--- config.mk ---
export PLATFORM = sky130hd
export DESIGN_NAME = evc_bank
export DESIGN_NICKNAME = d
export VERILOG_FILES = /design/src/rtl/evc_pkg.sv /design/src/rtl/evc_cfg_regs.sv /design/src/rtl/evc_core.sv /design/src/rtl/evc_match.sv /design/src/rtl/evc_bank.sv
export SDC_FILE = /design/constraint.sdc
export NUM_CORES = 1
export LEC_CHECK = 0
export BUFFER_PORTS_ARGS = -buffer_cell sky130_fd_sc_hd__buf_2
export CORE_ASPECT_RATIO = 1.1
export CORE_UTILIZATION = 40
export DETAILED_ROUTE_END_ITERATION = 8
export SETUP_SLACK_MARGIN = 0.02
export SLEW_MARGIN = 0
export SYNTH_ARGS = -nofsm -noshare
export SYNTH_HDL_FRONTEND = slang
export SYNTH_SLANG_ARGS = --single-unit
--- constraint.sdc ---
create_clock -name clk -period 5.1 [get_ports clk]
set_input_delay 1.275 -clock clk [delete_from_list [all_inputs] [get_ports clk]]
set_output_delay 1.275 -clock clk [all_outputs]
set_load 0.03 [all_outputs]
--- src/rtl/evc_pkg.sv ---
package evc_pkg;

  // Configuration address layout: field code in the upper two bits,
  // counter index in the lower two.
  localparam int EVC_ADDR_W = 4;
  localparam int EVC_IDX_W  = 2;

  typedef enum logic [1:0] {
    FLD_PRESET = 2'd0,
    FLD_MATCH1 = 2'd1,
    FLD_MATCH2 = 2'd2,
    FLD_NONE   = 2'd3
  } evc_field_e;

  typedef struct packed {
    logic clr;
    logic evt;
    logic qual;
    logic dir;
  } evc_ctl_t;

  function automatic evc_field_e field_of(input logic [EVC_ADDR_W-1:0] addr);
    return evc_field_e'(addr[EVC_ADDR_W-1:EVC_IDX_W]);
  endfunction

  function automatic logic [EVC_IDX_W-1:0] index_of(input logic [EVC_ADDR_W-1:0] addr);
    return addr[EVC_IDX_W-1:0];
  endfunction

endpackage

--- src/rtl/evc_cfg_regs.sv ---
module evc_cfg_regs
  import evc_pkg::*;
#(
  parameter int NUM_CTR = 3,
  parameter int CNT_W   = 32
) (
  input  logic                     clk,
  input  logic                     rst_n,
  input  logic                     cfg_we,
  input  logic [EVC_ADDR_W-1:0]    cfg_addr,
  input  logic [CNT_W-1:0]         cfg_wdata,
  output logic [NUM_CTR*CNT_W-1:0] preset_flat,
  output logic [NUM_CTR*CNT_W-1:0] m1_flat,
  output logic [NUM_CTR*CNT_W-1:0] m2_flat
);

  evc_field_e           wr_field;
  logic [EVC_IDX_W-1:0] wr_idx;

  assign wr_field = field_of(cfg_addr);
  assign wr_idx   = index_of(cfg_addr);

  for (genvar i = 0; i < NUM_CTR; i++) begin : g_slot
    logic            sel_here;
    logic            we_preset;
    logic            we_m1;
    logic            we_m2;
    logic [CNT_W-1:0] preset_q;
    logic [CNT_W-1:0] m1_q;
    logic [CNT_W-1:0] m2_q;

    assign sel_here  = cfg_we && (wr_idx == EVC_IDX_W'(i));
    assign we_preset = sel_here && (wr_field == FLD_PRESET);
    assign we_m1     = sel_here && (wr_field == FLD_MATCH1);
    assign we_m2     = sel_here && (wr_field == FLD_MATCH2);

    always_ff @(posedge clk) begin
      if (!rst_n) begin
        preset_q <= '0;
        m1_q     <= '0;
        m2_q     <= '0;
      end else begin
        if (we_preset) preset_q <= cfg_wdata;
        if (we_m1)     m1_q     <= cfg_wdata;
        if (we_m2)     m2_q     <= cfg_wdata;
      end
    end

    assign preset_flat[i*CNT_W +: CNT_W] = preset_q;
    assign m1_flat[i*CNT_W +: CNT_W]     = m1_q;
    assign m2_flat[i*CNT_W +: CNT_W]     = m2_q;
  end

endmodule

--- src/rtl/evc_core.sv ---
module evc_core
  import evc_pkg::*;
#(
  parameter int CNT_W = 32
) (
  input  logic             clk,
  input  logic             rst_n,
  input  evc_ctl_t         ctl,
  input  logic             shift_mode,
  input  logic             load_mode,
  input  logic [CNT_W-1:0] preset,
  output logic [CNT_W-1:0] count,
  output logic             qual_evt
);

  function automatic logic [CNT_W-1:0] add_step(input logic [CNT_W-1:0] v,
                                                input logic up);
    return up ? v + CNT_W'(1) : v - CNT_W'(1);
  endfunction

  function automatic logic [CNT_W-1:0] shift_step(input logic [CNT_W-1:0] v,
                                                  input logic bit_in);
    return {v[CNT_W-2:0], bit_in};
  endfunction

  logic [CNT_W-1:0] count_nxt;

  assign qual_evt = ctl.evt && ctl.qual;

  always_comb begin
    count_nxt = count;
    if (ctl.clr) begin
      count_nxt = '0;
    end else if (qual_evt) begin
      if (load_mode)       count_nxt = preset;
      else if (shift_mode) count_nxt = shift_step(count, ctl.dir);
      else                 count_nxt = add_step(count, ctl.dir);
    end
  end

  always_ff @(posedge clk) begin
    if (!rst_n) count <= '0;
    else        count <= count_nxt;
  end

endmodule

--- src/rtl/evc_match.sv ---
module evc_match #(
  parameter int CNT_W = 32
) (
  input  logic             clk,
  input  logic             rst_n,
  input  logic [CNT_W-1:0] count,
  input  logic [CNT_W-1:0] target,
  output logic             equal,
  output logic             pulse
);

  logic equal_q;

  assign equal = (count == target);

  // Held high through reset: count and target both clear to zero,
  // so the equality that exists at release is not a new one.
  always_ff @(posedge clk) begin
    if (!rst_n) equal_q <= 1'b1;
    else        equal_q <= equal;
  end

  assign pulse = equal && !equal_q;

endmodule

--- src/rtl/evc_bank.sv ---
module evc_bank
  import evc_pkg::*;
#(
  parameter int NUM_CTR = 3,
  parameter int CNT_W   = 32
) (
  input  logic                     clk,
  input  logic                     rst_n,
  input  logic                     cfg_we,
  input  logic [EVC_ADDR_W-1:0]    cfg_addr,
  input  logic [CNT_W-1:0]         cfg_wdata,
  input  logic [NUM_CTR-1:0]       mode_shift,
  input  logic [NUM_CTR-1:0]       mode_load,
  input  logic [NUM_CTR-1:0]       ctl_clear,
  input  logic [NUM_CTR-1:0]       ctl_event,
  input  logic [NUM_CTR-1:0]       ctl_qual,
  input  logic [NUM_CTR-1:0]       ctl_dir,
  input  logic [EVC_IDX_W-1:0]     rd_sel,
  output logic [CNT_W-1:0]         rd_data,
  output logic [NUM_CTR*CNT_W-1:0] count_flat,
  output logic [NUM_CTR-1:0]       match1,
  output logic [NUM_CTR-1:0]       match2
);

  logic [NUM_CTR*CNT_W-1:0] preset_flat;
  logic [NUM_CTR*CNT_W-1:0] m1_flat;
  logic [NUM_CTR*CNT_W-1:0] m2_flat;
  logic [NUM_CTR-1:0]       qual_evt;
  logic [NUM_CTR-1:0]       eq1;
  logic [NUM_CTR-1:0]       eq2;

  evc_cfg_regs #(.NUM_CTR(NUM_CTR), .CNT_W(CNT_W)) u_cfg (
    .clk         (clk),
    .rst_n       (rst_n),
    .cfg_we      (cfg_we),
    .cfg_addr    (cfg_addr),
    .cfg_wdata   (cfg_wdata),
    .preset_flat (preset_flat),
    .m1_flat     (m1_flat),
    .m2_flat     (m2_flat)
  );

  for (genvar i = 0; i < NUM_CTR; i++) begin : g_ctr
    evc_ctl_t         ctl;
    logic [CNT_W-1:0] cnt;

    assign ctl = '{clr: ctl_clear[i], evt: ctl_event[i],
                   qual: ctl_qual[i], dir: ctl_dir[i]};

    evc_core #(.CNT_W(CNT_W)) u_core (
      .clk        (clk),
      .rst_n      (rst_n),
      .ctl        (ctl),
      .shift_mode (mode_shift[i]),
      .load_mode  (mode_load[i]),
      .preset     (preset_flat[i*CNT_W +: CNT_W]),
      .count      (cnt),
      .qual_evt   (qual_evt[i])
    );

    evc_match #(.CNT_W(CNT_W)) u_m1 (
      .clk    (clk),
      .rst_n  (rst_n),
      .count  (cnt),
      .target (m1_flat[i*CNT_W +: CNT_W]),
      .equal  (eq1[i]),
      .pulse  (match1[i])
    );

    evc_match #(.CNT_W(CNT_W)) u_m2 (
      .clk    (clk),
      .rst_n  (rst_n),
      .count  (cnt),
      .target (m2_flat[i*CNT_W +: CNT_W]),
      .equal  (eq2[i]),
      .pulse  (match2[i])
    );

    assign count_flat[i*CNT_W +: CNT_W] = cnt;
  end

  always_comb begin
    rd_data = '0;
    for (int i = 0; i < NUM_CTR; i++) begin
      if (rd_sel == EVC_IDX_W'(i)) rd_data = count_flat[i*CNT_W +: CNT_W];
    end
  end

endmodule

* Yosys cells after proc, flatten, opt, wreduce, memory -nomap -nowiden
Index checks and enable logic that the tools add are counted.
** Storage, ports and cells
- Output and inout bits :: 134
- Bits in registers :: 390
** Cells by class
- Mux-type cells :: 12
- Eq/ne operators :: 12
- Add/subtract/negate cells :: 6
- Reductions and logical operators :: 33
- Bitwise gates (word level) :: 1
** Operators by type and width (count)
- two-way mux 32 bit :: 12
- equality test 32 bit :: 6
- adder 32 x 1 -> 32 bit, second input constant :: 3
- subtractor 32 x 1 -> 32 bit, second input constant :: 3
- logical AND 1 bit :: 21
- equality test 2 x 1 -> 1 bit, second input constant :: 3
- equality test 2 bit, second input constant :: 3
- zero test 1 bit :: 6
- zero test 2 bit :: 3
- OR reduction 2 bit :: 3
- inverter 1 bit :: 1

* Depth between registers and ports, before layout
Gate-level depths: netlist of run 1.
- Depth in word-level cells :: 4
- Mapped depth :: 12
- Gate-level depth less buffers :: 11

* Hierarchy
From an unflattened synthesis of run 1, not the netlist that was laid out.
** Unflattened totals
- Cells, all modules :: 2726
- Area, all modules :: 23537.6 µm²
** By module, submodules not included
- evc_cfg_regs :: area an instance 10296.1 µm², times used 1, cells an instance 978
- evc_core (g_ctr[1].u_core) :: area an instance 3547.2 µm², times used 1, cells an instance 499
- evc_core (g_ctr[0].u_core) :: area an instance 3314.4 µm², times used 1, cells an instance 451
- evc_core (g_ctr[2].u_core) :: area an instance 3303.2 µm², times used 1, cells an instance 445
- evc_match :: area an instance 381.6 µm², times used 6, cells an instance 46
- evc_bank :: area an instance 787.0 µm², times used 1, cells an instance 77

* Least setup slack after synthesis of run 1
Ideal clock, no wire load.
- Kind :: input -> register
- Start :: input ctl_dir[1]
- End :: register g_ctr[1].u_core.count[24]
- Arrival time :: 4.164 ns
- Data required time :: 4.967 ns
- Stages :: 11
- Setup slack :: 0.804 ns
- Path through :: inv_1 -> ha_1 -> nor2b_1 -> o31a_1 -> o31a_1 -> a31o_1 -> a221o_1 -> a2111oi_2 -> nor3_1 -> mux2i_1 -> a31oi_1
** Between the ends
- Longest elaborated chain between the ends :: 3
** Ends and longest elaborated chain
- from (decl) :: RTL line evc_bank.sv:17 : input logic [NUM_CTR-1:0] ctl_dir,
- two-way mux 32 bit :: RTL line evc_core.sv:18 : return up ? v + CNT_W'(1) : v - CNT_W'(1);
- two-way mux 32 bit :: RTL line evc_core.sv:36 : else if (shift_mode) count_nxt = shift_step(count, ctl.dir);
- two-way mux 32 bit :: RTL line evc_core.sv:35 : if (load_mode) count_nxt = preset;
- to (signal assigned) :: RTL line evc_core.sv:43 : else count <= count_nxt;
- to (decl) :: RTL line evc_core.sv:12 : output logic [CNT_W-1:0] count,
Every way passes these cells.
A chain may end at the register's enable or synchronous reset.

* Final worst setup path of run 1
- Start :: input rd_sel[0]
- End :: output rd_data[7]
** Between the ends
- Longest elaborated chain between the ends :: 4
- Elaborated cells between the ends (all ways) :: 6
** Ends and longest elaborated chain
- from (decl) :: RTL line evc_bank.sv:18 : input logic [EVC_IDX_W-1:0] rd_sel,
- zero test 2 bit :: RTL line evc_bank.sv:85 : if (rd_sel == EVC_IDX_W'(i)) rd_data = count_flat[i*CNT_W +: CNT_W];
- two-way mux 32 bit (2 in a row) :: RTL line evc_bank.sv:85
- two-way mux 32 bit (*) :: RTL line evc_bank.sv:85
- to (decl) :: RTL line evc_bank.sv:19 : output logic [CNT_W-1:0] rd_data,
Every way passes the cells marked *; elsewhere a longest branch is shown, timed or not.

==> flow_summary.toml, run 1 <==
[finish]
syn_to_final_growth_pct = 13.0
fin_util_pct = 45.8
final_net_count = 3237
layout-drive-gt1-share_pct = 10.7
final_common_cell = "nand2_1"
final_cell_mix = "nand2_1, dfxtp_1, a21boi_0"
fin_area_um2 = 26300
ff_latch_area_um2 = 7810
layout.cells.non_filler = 3871
fillers = 5694
multiInputGateArea_um2 = 14500

[synth]
yosys-top-cells-area = "dfxtp_1, nand2_1, a21boi_0"
postSynth.asyncResetShare_pct = 0
syn_area_per_cell_um2 = 7.73
yosysUniqueCellTypes = 71
synth_top_cell_by_area = "dfxtp_1"
synth_seq_cells = 390
synth_top_area_share_pct = 33.5
netlist_area_um2 = 23300
synthAdderAreaFrac_pct = 5.10
synth-xor-area-share_pct = 9.93
synth-edff-count = 0
synth_simple_gate_area_share_pct = 20.4
synth_top_family_by_area = "compound AO/OA/AOI/OAI gates"
synth_fp_nets = 3164
synth_flop_cell = "dfxtp_1"
syn_inst = 3012
yosys_warnings = 0
synth_mux_area_share_pct = 2.02
synth_compound_area_share_pct = 24.8
ys_seq_area_share_pct = 33.5

[clock_tree]
htree_levels = 2
cts_tree = "yes"
cts-buffers-inserted = 43
clockRootBuffer = "clkbuf_16"
clk_pin_slew_ps = 60
cts_hold_buf = 0
clockBufferDepth = 3
cts.repair.resized = 0
post_cts_buffers = 0
numClockSinks = 390
clk_latency_ps = 570

[floorplan]
fp.coreArea_um2 = 57400
die_h_um = 255
rows = 92
initial_core_util_pct = 40.5
fp.dieArea_um2 = 59200
io_pins = 193
die_w_um = 232

[global_routing]
grt.total_usage_pct = 30.4
grt_antenna_before_repair = 9
grt_pass1_wl_mm = 134
grt_max_degree = 96
grt_pass1_vias = 20900
globalRouteOverflowTotal = 0

[routing]
routed_wl_mm = 92.3
drt_pre_antenna_iters = 7
num_vias = 22300
vias_per_cell = 5.76
wl_per_cell_um = 23.9
drt_iter0_drc = 1789
ant_nets = 0
drc = 0

[job]
cap_violations = 0

[setup_path]
cp_data_arrival_time_ps = 2910
critPathMaxStageDelay_ps = 630
critPathRequiredTime_ps = 3830
cp_slowest_cell = "buf_2"
critPathLaunchType = "input pin"
path_class = "input pin to primary output"
crit_fanout = 28
path_cells = "buf_2, mux2i_1, o21ai_0, buf_2"
path_common_cell = "buf_2"
cp-end-kind = "primary output"

[power_and_ir_drop]
p_leak_nw = 9.80
irDropWorstVdd_uv = 237
power.density_nw_per_um2 = 287

[timing]
rsz0062_at_grt = "false"
slew_violations = 0
tns_ps = 0
hold_violations = 0
tightest_slew_ps = 1300
period_needed_ps = 4180
slew_headroom_pct = 12.9
fin_worst_skew_ps = 14.0
period_share_pct = 82.0
setup_viol_count_final = 0
max_freq_mhz = 239

[min_path]
hp-class = "flip-flop to flip-flop"

[place]
gp_congestion = 0.954
dpl.cell_count = 3792
dp_hpwl_mm = 65.3
portBuffers = 192
place_area_um2 = 24800

[outcome]
outcome = "finished, final reports clean"
worst max-delay path, delay by kind of cell:
kind	cells	cell delay, ps
buffers and inverters	2	830
multiplexers	1	620
AO/OA/AOI/OAI	1	140
metal layers:
metal | GRT usage (%) | vias up | part of all wire, %
met4 | 11.2 | 10 | 3.7
met2 | 49.6 | 844 | 46
met5 | 0 | - | 0.070
li1 | - | 10500 | -
met3 | 5.06 | 177 | 7.0
met1 | 40.1 | 10700 | 43
cell usage after synthesis (all sizes together) (6+ instances only):
master and count:
o21ai 122, nand3 26, or3 18, a21o 49
and2 14, a31oi 23, and3 16, o311ai 9
nand4 57, o21bai 9, o21a 20, dfxtp 390
buf 17, nand3b 7, xor2 34, ha 90
inv 39, a21boi 291, a21oi 152, nor3 17
xnor2 230, nand2b 19, nand2 779, nor2 109
nor2b 25, mux2i 47, nor4 14, o31a 6
o211ai 61, a211oi 31, clkbuf 197, o31ai 6
cell type report:
| type | instances | share of cell area [%] |
|---|---|---|
| flip-flops and latches | 390 | 29.7 |
| repair buffers | 242 | 5.10 |
| inverters | 41 | 0.585 |
| diodes | 2 | 0.0190 |
| clock buffers | 61 | 4.93 |
| well taps | 752 | 3.58 |
| clock inverters | 16 | 0.889 |
| multi-input cells | 2367 | 55.2 |
through the flow:
step           power [mW]  hold WS (ps)  setup slack (ps)
2_1_floorplan        3.86           438               804
3_3_place_gp         4.19           450               396
3_5_place_dp         4.20           454               422
4_1_cts              7.56           462              1000
5_1_grt              7.78           473               803
6_report             7.55           457               916
sequential cells by signal, summed over array words and instances (netlist names):
| signal | count |
|---|---|
| g_ctr.u_core.count | 96 |
| u_cfg.g_slot.preset_q | 96 |
| u_cfg.g_slot.m2_q | 96 |
| g_ctr.u_m1.equal_q | 3 |
| u_cfg.g_slot.m1_q | 96 |
| g_ctr.u_m2.equal_q | 3 |
path summary, 6_finish.rpt:
path	startpoint	to	slack, ps	cells after the start
worst max-delay path	rd_sel[0]	rd_data[7]	920	4
worst min-delay path	u_cfg.g_slot[2].preset_q[15]	u_cfg.g_slot[2].preset_q[15]	460	2
worst max register to register	g_ctr[2].u_core.count[7]	g_ctr[2].u_core.count[30]	1470	10
worst min register to register	u_cfg.g_slot[2].preset_q[15]	u_cfg.g_slot[2].preset_q[15]	460	2
cells by family (layout without fill, tap and decap cells):
| kind of cell | Yosys count | in the layout |
|---|---|---|
| adder cells (fa/ha/maj) | 93 | 93 |
| AO/OA/AOI/OAI | 846 | 846 |
| XOR/XNOR | 264 | 264 |
| multiplexers | 47 | 47 |
| other | 0 | 2 |
| buffers and inverters | 255 | 360 |
| AND/OR/NAND/NOR | 1117 | 1117 |
| flip-flops | 390 | 390 |
where the power goes:
group	internal, mW	total [mW]	switching, mW
combinational	0.325	0.967	0.642
clock	2.07	3.40	1.33
sequential	3.10	3.18	0.0821
No activity file was read; power rests on OpenSTA's default activity.
==> inputs of run 2 (changes only) <==
clock period = 3.5 ns   (was 5.1 ns; I/O delays follow)
==> run 2 against run 1 <==
Utilization is 3.3 points higher. Wire length grew 1.7%. Critical path depth increased by 3. Flip-flop and latch count stayed put. Sequential share of layout area down 2.0 points. Largest cell class unchanged. Cell count rose by 6.4%. Worst hold slack better by 4.8 ps. Register-to-register slack got worse by 1100 ps. Highest routed layer unchanged. Power up 41%.
==> flow_summary.toml, run 2 (same netlist as run 1, synthesis figures left out) <==
[power_and_ir_drop]
p_leak_nw = 11.0
finalPower_mw = 10.7
power.density_nw_per_um2 = 378
irDropWorstVdd_uv = 309

[finish]
syn_to_final_growth_pct = 21.2
final_common_cell = "nand2_1"
final_net_count = 3485
layout-drive-gt1-share_pct = 18.0
fin_area_um2 = 28200
final_cell_mix = "nand2_1, dfxtp_1, buf_4"

[timing]
period_needed_ps = 3420
tns_ps = 0
slew_headroom_pct = 19.3
setup_viol_count_final = 0
period_share_pct = 97.6
setup_slack_ps = 82.7
tightest_slew_ps = 1210
fin_worst_skew_ps = 22.9
rsz0062_at_grt = "false"
hold_violations = 0
max_freq_mhz = 293
slew_violations = 0

[setup_path]
r2r_start = "g_ctr[1].u_core.count[10]"
cp_slowest_cell = "dfxtp_1"
critPathLaunchType = "flip-flop"
critPathRequiredTime_ps = 2620
rr_worst_depth = 10
critPathBufInv = 2
path_class = "flip-flop to primary output"
crit_fanout = 4
cp_top_family = "simple AND/OR/NAND/NOR gates"
r2r_slack_ps = 420
reg2reg_to = "g_ctr[1].u_core.count[28]"
cp-end-kind = "primary output"
path_cells = "buf_4, xnor2_1, nand4_1, nor4_1, nand2_1, nor2_1, buf_2"
cp_data_arrival_time_ps = 2540
critPathMaxStageDelay_ps = 540

[global_routing]
met3_usage_pct = 4.17
grt-busiest-layer = "met2"
grt.total_usage_pct = 31.1
use_met2_pct = 49.7
grt_max_degree = 151
grt_pass1_wl_mm = 140
grt_pass1_vias = 22100
grt_use_met1_pct = 42.0
grt_antenna_before_repair = 7
globalRouteOverflowTotal = 0

[routing]
num_vias = 23300
drt_iter0_drc = 2288
wl_per_cell_um = 22.8
drt_pre_antenna_iters = 6
drc = 0
ant_nets = 0
routed_wl_mm = 93.9
vias_per_cell = 5.67

[floorplan]
fp.coreArea_um2 = 57400
initial_core_util_pct = 40.5
rows = 92
io_pins = 193
die_w_um = 232
fp.dieArea_um2 = 59200
die_h_um = 255

[min_path]
hold_end = "u_cfg.g_slot[2].preset_q[22]"
min_from = "u_cfg.g_slot[2].preset_q[22]"
hp-class = "flip-flop to flip-flop"
min_path_cells = 2

[place]
pre_cts_slack_ps = -426
portBuffers = 192
gp_congestion = 0.978
place_area_um2 = 26800
dp_hpwl_mm = 69.6

[clock_tree]
cts_tree = "yes"
cts_hold_buf = 0
clk_pin_slew_ps = 60
clk_latency_ps = 570
clockBufferDepth = 3
cts-buffers-inserted = 40
numClockSinks = 390
clockRootBuffer = "clkbuf_16"
post_cts_buffers = 0
htree_levels = 2

[outcome]
outcome = "finished, final reports clean"

[job]
cap_violations = 0
==> run 2: cell types whose count changed in the layout (fill, tap and decap cells not counted), sizes merged <==
| cell | delta |
|---|---|
| buf | +251 |
| clkinv | -2 |
| clkinvlp | +5 |
| bufinv | -4 |
| clkbuf | -2 |
| inv | -2 |
==> run 2: cell type report <==
| type | instances | area [µm²] |
|---|---|---|
| Fill cell | 5616 | 29200 |
| Multi-Input combinational cell | 2367 | 14700 |
| Sequential cell | 390 | 7810 |
| Timing Repair Buffer | 493 | 3260 |
| Clock buffer | 59 | 1200 |
| Tap cell | 752 | 941 |
| Inverter | 41 | 165 |
| Clock inverter | 13 | 135 |
| Antenna cell | 2 | 5.00 |
==> run 2: through the flow <==
step,cells,hold slack [ps],utilization [%]
floorplan,3012,438,-
global placement,4043,451,46.7
detailed placement,4043,456,46.7
CTS,4115,465,49.1
global route,4117,492,49.1
finish,4117,462,49.1
==> run 2: tightest hold or removal path, delay by kind of cell (launching register included) <==
family          cells  cell delay [ps]
flops               1              310
simple gates        1               50
compound gates      1               60
==> run 2: per-layer routing <==
metal	vias to the layer above	wire length (µm)
met4	8	4050
met2	926	42300
met3	173	6800
met5	-	46
li1	11000	-
met1	11200	40700
==> run 2: worst max-delay path by stage <==
| stage | start | endpoint | slack [ps] | cells past startpoint |
|---|---|---|---|---|
| after global placement | ctl_dir[2] | g_ctr[2].u_core.count[30] | -390 | 13 |
| after CTS | g_ctr[1].u_core.count[31] | match1[1] | 50 | 7 |
| after floorplan | ctl_dir[1] | g_ctr[1].u_core.count[24] | -190 | 11 |
| final | g_ctr[1].u_core.count[31] | match1[1] | 80 | 7 |
| after global routing | ctl_dir[0] | g_ctr[0].u_core.count[30] | 20 | 13 |
| after detailed placement | ctl_dir[2] | g_ctr[2].u_core.count[30] | -430 | 13 |
==> run 2: power by group <==
part	internal, mW	leakage [nW]	switching, mW	total [mW]
combinational	0.610	7.16	1.02	1.63
sequential	4.51	3.15	0.0817	4.60
clock	2.54	0.658	1.89	4.43
total	7.66	11.0	2.99	10.7
==> run 2: repair_timing <==
action                                  in CTS  in global routing
pin swaps                                    0                  0
endpoints found under the setup margin       1                  8
resized for setup                            1                  8
